[config.mk]
export PLATFORM = sky130hd
export DESIGN_NAME = mem_cycle_seq
export DESIGN_NICKNAME = d
export VERILOG_FILES = /design/src/rtl/mem_cycle_pkg.sv /design/src/rtl/level_sync.sv /design/src/rtl/phase_timer.sv /design/src/rtl/parity_gen.sv /design/src/rtl/mem_cycle_seq.sv
export SDC_FILE = /design/constraint.sdc
export NUM_CORES = 1
export LEC_CHECK = 0
export ABC_AREA = 1
export BUFFER_PORTS_ARGS = -buffer_cell sky130_fd_sc_hd__buf_4
export CORE_UTILIZATION = 35
export DETAILED_ROUTE_END_ITERATION = 8
export GPL_ROUTABILITY_DRIVEN = 0
export HOLD_SLACK_MARGIN = 0.05
export PLACE_DENSITY = 0.62
export SLEW_MARGIN = 10
export SYNTH_ARGS = -nofsm -noshare
export SYNTH_HDL_FRONTEND = slang
export SYNTH_SLANG_ARGS = --single-unit
[constraint.sdc]
create_clock -name clk -period 1.65 [get_ports clk]
set_input_delay 0.2475 -clock clk [delete_from_list [all_inputs] [get_ports clk]]
set_output_delay 0.2475 -clock clk [all_outputs]
set_load 0.005 [all_outputs]
[src/rtl/mem_cycle_pkg.sv]
package mem_cycle_pkg;
  typedef enum logic [1:0] {
    ST_IDLE = 2'd0,
    ST_WAIT = 2'd1,
    ST_FIRE = 2'd2,
    ST_HOLD = 2'd3
  } seq_st_t;
endpackage

[src/rtl/level_sync.sv]
module level_sync #(
  parameter int N = 2
) (
  input  logic         clk,
  input  logic         rst_n,
  input  logic [N-1:0] async_i,
  output logic [N-1:0] level_o,
  output logic [N-1:0] rise_o
);
  logic [N-1:0] meta_q, sync_q, prev_q;

  for (genvar g = 0; g < N; g++) begin : g_bit
    always_ff @(posedge clk) begin
      if (!rst_n) begin
        meta_q[g] <= 1'b0;
        sync_q[g] <= 1'b0;
        prev_q[g] <= 1'b0;
      end else begin
        meta_q[g] <= async_i[g];
        sync_q[g] <= meta_q[g];
        prev_q[g] <= sync_q[g];
      end
    end
    assign rise_o[g] = sync_q[g] & ~prev_q[g];
  end

  assign level_o = sync_q;
endmodule

[src/rtl/phase_timer.sv]
module phase_timer
  import mem_cycle_pkg::*;
#(
  parameter int DELAY_CYC = 80,
  parameter int PULSE_CYC = 8
) (
  input  logic clk,
  input  logic rst_n,
  input  logic start_i,
  input  logic keep_i,
  input  logic level_i,
  output logic pulse_o
);
  localparam int MAXC  = (DELAY_CYC > PULSE_CYC) ? DELAY_CYC : PULSE_CYC;
  localparam int CNT_W = $clog2(MAXC + 1);
  localparam logic [CNT_W-1:0] DLY_LAST = CNT_W'(DELAY_CYC - 1);
  localparam logic [CNT_W-1:0] PLS_LAST = CNT_W'(PULSE_CYC - 1);

  seq_st_t st_q;
  logic [CNT_W-1:0] cnt_q;

  always_ff @(posedge clk) begin
    if (!rst_n) begin
      st_q  <= ST_IDLE;
      cnt_q <= '0;
    end else begin
      unique case (st_q)
        ST_IDLE: begin
          cnt_q <= '0;
          if (start_i && keep_i) st_q <= ST_WAIT;
        end
        ST_WAIT: begin
          if (!keep_i) begin
            st_q <= ST_IDLE;
          end else if (cnt_q == DLY_LAST) begin
            st_q  <= ST_FIRE;
            cnt_q <= '0;
          end else begin
            cnt_q <= cnt_q + 1'b1;
          end
        end
        ST_FIRE: begin
          if (!keep_i) begin
            st_q <= ST_IDLE;
          end else if (cnt_q == PLS_LAST) begin
            st_q  <= ST_HOLD;
            cnt_q <= '0;
          end else begin
            cnt_q <= cnt_q + 1'b1;
          end
        end
        ST_HOLD: begin
          if (!level_i || !keep_i) st_q <= ST_IDLE;
        end
        default: st_q <= ST_IDLE;
      endcase
    end
  end

  assign pulse_o = (st_q == ST_FIRE) && keep_i;

  logic [CNT_W:0] fire_len_q;
  always_ff @(posedge clk) begin
    if (!rst_n)       fire_len_q <= '0;
    else if (pulse_o) fire_len_q <= fire_len_q + 1'b1;
    else              fire_len_q <= '0;
  end


  pulse_len_chk: assert property (@(posedge clk) disable iff (!rst_n)
    fire_len_q <= (CNT_W+1)'(PULSE_CYC));


  abort_chk: assert property (@(posedge clk) disable iff (!rst_n)
    !keep_i |=> !pulse_o || $rose(keep_i) == 1'b0 && keep_i == 1'b0 || st_q != ST_FIRE);
endmodule

[src/rtl/parity_gen.sv]
module parity_gen #(
  parameter int W = 8
) (
  input  logic [W-1:0] d_i,
  output logic         odd_par_o
);
  logic [W:0] chain;
  assign chain[0] = 1'b1;
  for (genvar g = 0; g < W; g++) begin : g_x
    assign chain[g+1] = chain[g] ^ d_i[g];
  end
  assign odd_par_o = chain[W];
endmodule

[src/rtl/mem_cycle_seq.sv]
module mem_cycle_seq #(
  parameter int DATA_W    = 8,
  parameter int DELAY_CYC = 80,
  parameter int PULSE_CYC = 8
) (
  input  logic              clk,
  input  logic              rst_n,
  input  logic              pwr_good,
  input  logic              stor_use,
  input  logic              stor_rd,
  input  logic              stor_wr,
  input  logic [DATA_W-1:0] mem_rdata,
  input  logic [DATA_W-1:0] cpu_wdata,
  output logic              mem_ce,
  output logic              mem_oe,
  output logic              mem_we,
  output logic              wbuf_en,
  output logic [DATA_W-1:0] mem_wdata,
  output logic [DATA_W:0]   sense_pull
);
  localparam int RD = 0;
  localparam int WR = 1;

  logic [1:0] lvl, rise, keep, pulse;
  logic       conflict, par;

  level_sync #(.N(2)) u_sync (
    .clk     (clk),
    .rst_n   (rst_n),
    .async_i ({stor_wr, stor_rd}),
    .level_o (lvl),
    .rise_o  (rise)
  );

  assign mem_ce   = pwr_good & stor_use;
  assign conflict = lvl[RD] & lvl[WR];

  for (genvar p = 0; p < 2; p++) begin : g_phase
    assign keep[p] = lvl[p] & mem_ce & ~conflict;
    phase_timer #(.DELAY_CYC(DELAY_CYC), .PULSE_CYC(PULSE_CYC)) u_tmr (
      .clk     (clk),
      .rst_n   (rst_n),
      .start_i (rise[p]),
      .keep_i  (keep[p]),
      .level_i (lvl[p]),
      .pulse_o (pulse[p])
    );
  end

  parity_gen #(.W(DATA_W)) u_par (
    .d_i       (mem_rdata),
    .odd_par_o (par)
  );

  assign mem_oe     = keep[RD];
  assign mem_we     = pulse[WR];
  assign wbuf_en    = pulse[WR];
  assign mem_wdata  = wbuf_en ? cpu_wdata : '0;
  assign sense_pull = pulse[RD] ? {par, mem_rdata} : '0;


  we_needs_ce_chk: assert property (@(posedge clk) disable iff (!rst_n)
    (mem_we || wbuf_en) |-> mem_ce);


  sense_needs_oe_chk: assert property (@(posedge clk) disable iff (!rst_n)
    (sense_pull != '0) |-> (mem_ce && mem_oe));


  no_overlap_chk: assert property (@(posedge clk) disable iff (!rst_n)
    !(mem_we && (sense_pull != '0)));


  conflict_quiet_chk: assert property (@(posedge clk) disable iff (!rst_n)
    (stor_rd_lvl_both(lvl)) |-> (!mem_we && !mem_oe && sense_pull == '0));


  buf_idle_chk: assert property (@(posedge clk) disable iff (!rst_n)
    !wbuf_en |-> (mem_wdata == '0));

  function automatic logic stor_rd_lvl_both(input logic [1:0] l);
    return l[0] & l[1];
  endfunction
endmodule

# After elaboration in Yosys (flattened, before gate mapping)
# Index checks and enable logic that the tools add are counted.
[totals] output_inout_bits=21 input_bits=22 register_bits=24
[op_classes] n_mux=26 add_sub_neg=2 n_reduce_logical=18 n_eq_ne=22 n_bitwise=19
[ops] op="$mux 7" n=8
[ops] op="$pmux 7 s3" n=2
[ops] op="$mux 2" n=12
[ops] op="$ne 2x1->1 const B" n=8
[ops] op="$pmux 2 s4" n=2
[ops] op="$add 7x1->7 const B" n=2
[ops] op="$eq 7x3->1 const B" n=2
[ops] op="$eq 7x7->1 const B" n=2
[ops] op="$ne 3x3->1 const B" n=4
[ops] op="$mux 9" n=1
[ops] op="$and 1x1->1" n=8
[ops] op="$eq 2x2->1 const B" n=4
[ops] op="$mux 8" n=1
[ops] op="$reduce_and 4->1" n=2
[ops] op="$xor 1x1->1" n=7
[ops] op="$reduce_and 3->1" n=2
[ops] op="$reduce_bool 3->1" n=2
[ops] op="$eq 2x1->1 const B" n=2
[ops] op="$logic_and 1x1->1" n=4
[ops] op="$logic_not 1->1" n=4
[ops] op="$logic_not 2->1" n=2
[ops] op="$not 1->1" n=4
[ops] op="$logic_or 1x1->1" n=2

# Longest topological paths before layout
[logic_depth] word_depth=9 ltp_mapped=10 depth_no_buf=10

# Cells and area by module
# Synthesis repeated with hierarchy kept, for this count alone.
[hier_totals] hier_cells=304 area_unflattened_um2=1820.5
[by_module_without_submodules] mod="phase_timer" cells_per_inst=105 seq_area_each_um2=180.2 n_inst=2 area_each_um2=656.9
[by_module_without_submodules] mod="mem_cycle_seq" cells_per_inst=45 seq_area_each_um2=0.0 n_inst=1 area_each_um2=206.4
[by_module_without_submodules] mod="level_sync" cells_per_inst=22 seq_area_each_um2=120.1 n_inst=1 area_each_um2=180.2
[by_module_without_submodules] mod="parity_gen" cells_per_inst=27 seq_area_each_um2=0.0 n_inst=1 area_each_um2=120.1

# Worst setup path after synthesis
# OpenSTA, ideal clock, no wires.
[synth_path] path_type="reg-to-reg" start="register g_phase[1].u_tmr.st_q[0]" end="register g_phase[1].u_tmr.cnt_q[3]" required_ns=1.536 slack_ns=0.261 path_stages_with_launch=11 setup_time_ns=0.114 n_path_buf=0 t_arrival_ns=1.276 path_cell_list="dfxtp_1 -> inv_1 -> ha_1 -> inv_1 -> nand2_1 -> nand2_1 -> nand2_4 -> inv_1 -> nand2_1 -> nand2_1 -> nor2_1"
[synth_between] elab_chain_cells=3 word_cells_on_any_way=8 cone_classes="eq/ne (4); mux (1); reduce/logical (3)"
[synth_lines] element="from (decl)" line="phase_timer.sv:19" source="seq_st_t st_q;"
[synth_lines] element="from (signal assigned)" line="phase_timer.sv:24" source="st_q <= ST_IDLE;"
[synth_lines] element="from (signal assigned)" line="phase_timer.sv:30" source="if (start_i && keep_i) st_q <= ST_WAIT;"
[synth_lines] element="from (signal assigned)" line="phase_timer.sv:34" source="st_q <= ST_IDLE;"
[synth_lines] element="$eq 2x2->1 (tied with other cells)" line="phase_timer.sv:27" source="unique case (st_q)"
[synth_lines] element="$ne 2x1->1 (no source line) / $reduce_bool 3->1 (equally long branches)"
[synth_lines] element="$reduce_and 3->1 (no source line)"
[synth_lines] element="to (signal assigned)" line="phase_timer.sv:39" source="cnt_q <= cnt_q + 1'b1;"
[synth_lines] element="to (signal assigned)" line="phase_timer.sv:49" source="cnt_q <= cnt_q + 1'b1;"
[synth_lines] element="to (decl)" line="phase_timer.sv:20" source="logic [CNT_W-1:0] cnt_q;"
# Parallel ways exist; a longest one is shown, timed or not.
# A chain may end at the register's enable or synchronous reset.

# Final worst setup path
[layout_path] start="register g_phase[0].u_tmr.st_q[0]" end="output port sense_pull[8]"
[layout_between] elab_chain_cells=3
[layout_lines] element="from (decl)" line="phase_timer.sv:19"
[layout_lines] element="from (signal assigned)" line="phase_timer.sv:24"
[layout_lines] element="from (signal assigned)" line="phase_timer.sv:30"
[layout_lines] element="from (signal assigned)" line="phase_timer.sv:34"
[layout_lines] element="$eq 2x2->1" line="phase_timer.sv:60" source="assign pulse_o = (st_q == ST_FIRE) && keep_i;"
[layout_lines] element="$logic_and 1x1->1" line="phase_timer.sv:60"
[layout_lines] element="$mux 9" line="mem_cycle_seq.sv:59" source="assign sense_pull = pulse[RD] ? {par, mem_rdata} : '0;"
[layout_lines] element="to (decl)" line="mem_cycle_seq.sv:19" source="output logic [DATA_W:0] sense_pull"
# No other way between the ends.

==> out/metrics.yaml <==
cp.buffers_inverters: 3
dp.cells: 390
fp-row-count: 25
whs_path_depth: 3
min_from: "stor_rd"
finClkSkew_ps: 4.388
totalPowerFinal_mw: 2.638
end_kind: "output port"
ff2ff_path_depth: 10
final_nets: 368
clock-sinks: 24
syn_inst: 284
synth_top_family_by_area: "simple AND/OR/NAND/NOR gates"
synth_top_area_share_pct: 27.87
crit_family: "flip-flops"
area_delta_synth_final_pct: 31.28
yosysSeqAreaShare_pct: 27.87
coreArea_um2: 4723
ys_ff_latch: 24
cts_buffer_depth: 2
vias: 1757
drv_cap: 0
final_cells: 401
synth_xor_area_share_pct: 2.032
chipWidth_um: 72.19
final_cell_area_um2: 2263
postRouteAntennaNets: 0
final_common_cell: "nand2_1"
period_share_pct: 95.72
yosys-top-cells-area: "dfxtp_1, nand2_1, inv_1"
drt_wl_total_um: 3763
setup_viol: 0
insertion_delay_ps: 270
synth_top_area_cell: "dfxtp_1"
slew_violations: 0
viasPerCell: 4.382
syn-cell-area_um2: 1724
reg2reg_slack_ps: 170
fp.dieH_um: 72.19
overflow: 0
antenna_cells: 0
synth.distinct_cells: 26
grt_pass1_vias: 1447
cts_buffers: 3
path_clk_slew_ps: 80
crit_chain: "inv_4, ha_4, inv_2, nor3_4, nand2_1, nor2_1, buf_4"
track_usage_pct: 14.45
htree_levels: 1
io_buffers: 42
tightest_slew_ps: 398.7
yosysWarningCount: 0
grt_max_degree: 15
r2r_end: "g_phase[1].u_tmr.st_q[1]"
dieArea_um2: 5211
start_util_pct: 36.50
setup-tns-final_ps: 0
antenna_found_initial: 0
post_drt_wl_per_cell_um: 9.384
root_buffer: "clkbuf_8"
crit_type: "flop to output port"
synth_compound_area_share_pct: 7.402
period_minus_slack_ps: 1579
slowest_stage: "dfxtp_4"
slowest_delay_ps: 370
max_clock_freq_mhz: 633.2
drive_gt1_share_pct: 24.25
synthAdderAreaFrac_pct: 7.983
maxSlewHeadroom_pct: 73.14
start_kind: "flop"
io-pin-count: 43
place_hpwl_um: 2843
ctsHoldBuffers: 0
ir_drop_uv: 710.0
syn_area_per_cell_um2: 6.071
cellPowerDensity_nw_per_um2: 1165
r2r-start: "g_phase[1].u_tmr.st_q[0]"
power_leakage_nw: 1.200
min_path_type: "primary input to flop"
crit_path_max_fanout: 5
crit_arrival_ps: 1330
grt_pass1_wl_um: 5982
synth-simple-area-share_pct: 39.91
outcome: "completed"
hold_path_end: "u_sync.meta_q[0]"
hold_violations: 0
rsz0062_at_grt: "yes"
mostFrequentLayoutCells: "nand2_1, inv_1, buf_4"
placed_cell_area_um2: 2097
drt_iter0_drc: 53
dr.pass1.iters: 5
synth.mux.area_fraction_pct: 0
drc: 0
synth_nets: 317
cp_data_required_time_ps: 1400
cts_tree: "done"
## stage by stage
stage / worst slack [ps] / util, % / hold slack (ps)
floorplan: 260.8 / - / 345.1
global placement: 136.5 / 44.40 / 392.1
detailed placement: 76.62 / 44.40 / 401.3
CTS: 15.00 / 46.30 / 150.0
global route: -49.97 / 47.92 / 173.3
finish: 70.65 / 47.92 / 157.2
## layer usage
| metal | part of all wire, % | vias up | global-route usage, % |
|---|---|---|---|
| met5 | 0 | - | 0 |
| met4 | 1.8 | 0 | 6.536 |
| met3 | 5.0 | 5 | 2.361 |
| met2 | 48 | 43 | 25.96 |
| met1 | 45 | 753 | 16.75 |
| li1 | - | 956 | - |
## worst max-delay path by stage
stage	start	slack, ps	endpoint	cells past startpoint
after floorplan	g_phase[1].u_tmr.st_q[0]	260	g_phase[1].u_tmr.cnt_q[3]	10
after global placement	g_phase[0].u_tmr.st_q[0]	140	sense_pull[8]	7
after detailed placement	g_phase[0].u_tmr.st_q[0]	80	sense_pull[8]	7
after CTS	g_phase[0].u_tmr.st_q[0]	10	sense_pull[8]	7
after global routing	g_phase[0].u_tmr.st_q[0]	-50	sense_pull[8]	7
final	g_phase[0].u_tmr.st_q[0]	70	sense_pull[8]	7
## final cells by class
cell class	instances	area, µm²
Fill cell	494	2460
Multi-Input combinational cell	196	1037
Sequential cell	24	488.0
Timing Repair Buffer	49	367.9
Inverter	61	231.5
Tap cell	67	83.83
Clock buffer	4	55.05
## what timing repair did
item,4_1_cts,5_1_grt
gates resized for setup,7,15
setup endpoints to repair,17,30
setup buffers,2,5
gates cloned,0,0
hold endpoints to repair,0,0
pin swaps,1,5
## power by group
| part | total, mW | internal [mW] | switching (mW) |
|---|---|---|---|
| logic | 1.48 | 0.561 | 0.922 |
| clock network | 0.401 | 0.213 | 0.188 |
| registers | 0.754 | 0.672 | 0.0815 |
## logic make-up after synthesis
group | after synthesis
AO/OA/AOI/OAI | 22
adder cells (fa/ha/maj) | 11
buffers and inverters | 64
flip-flops | 24
AND/OR/NAND/NOR | 159
XOR/XNOR | 4
## flip-flops by register name, summed over array words and instances (netlist names)
name / flops
u_sync.meta_q: 2
g_phase.u_tmr.st_q: 4
u_sync.level_o: 2
g_phase.u_tmr.cnt_q: 14
u_sync.prev_q: 2
## synth_stat cells
library cell / n
inv_2: 1
nor2_4: 2
o21ai_2: 2
clkbuf_1: 1
nand3_1: 19
ha_1: 11
xnor2_1: 1
nand3b_1: 2
a31oi_1: 1
o21ai_0: 6
nor3_1: 3
nor2_2: 1
o21bai_1: 2
nand4_1: 4
nor2_1: 49
nand2_2: 3
buf_8: 1
dfxtp_1: 24
a21oi_1: 10
buf_4: 1
nand3_2: 1
xor2_1: 3
a31o_2: 1
inv_1: 60
nand2_4: 2
nand2_1: 73
## worst reg2reg max path: cells and delay by family, from the launching register on
kind	cells	cell delay (ps)
AND/OR/NAND/NOR	7	640
flip-flops	1	360
adder cells (fa/ha/maj)	1	240
buffers and inverters	2	140
No activity file was read; power rests on OpenSTA's default activity.
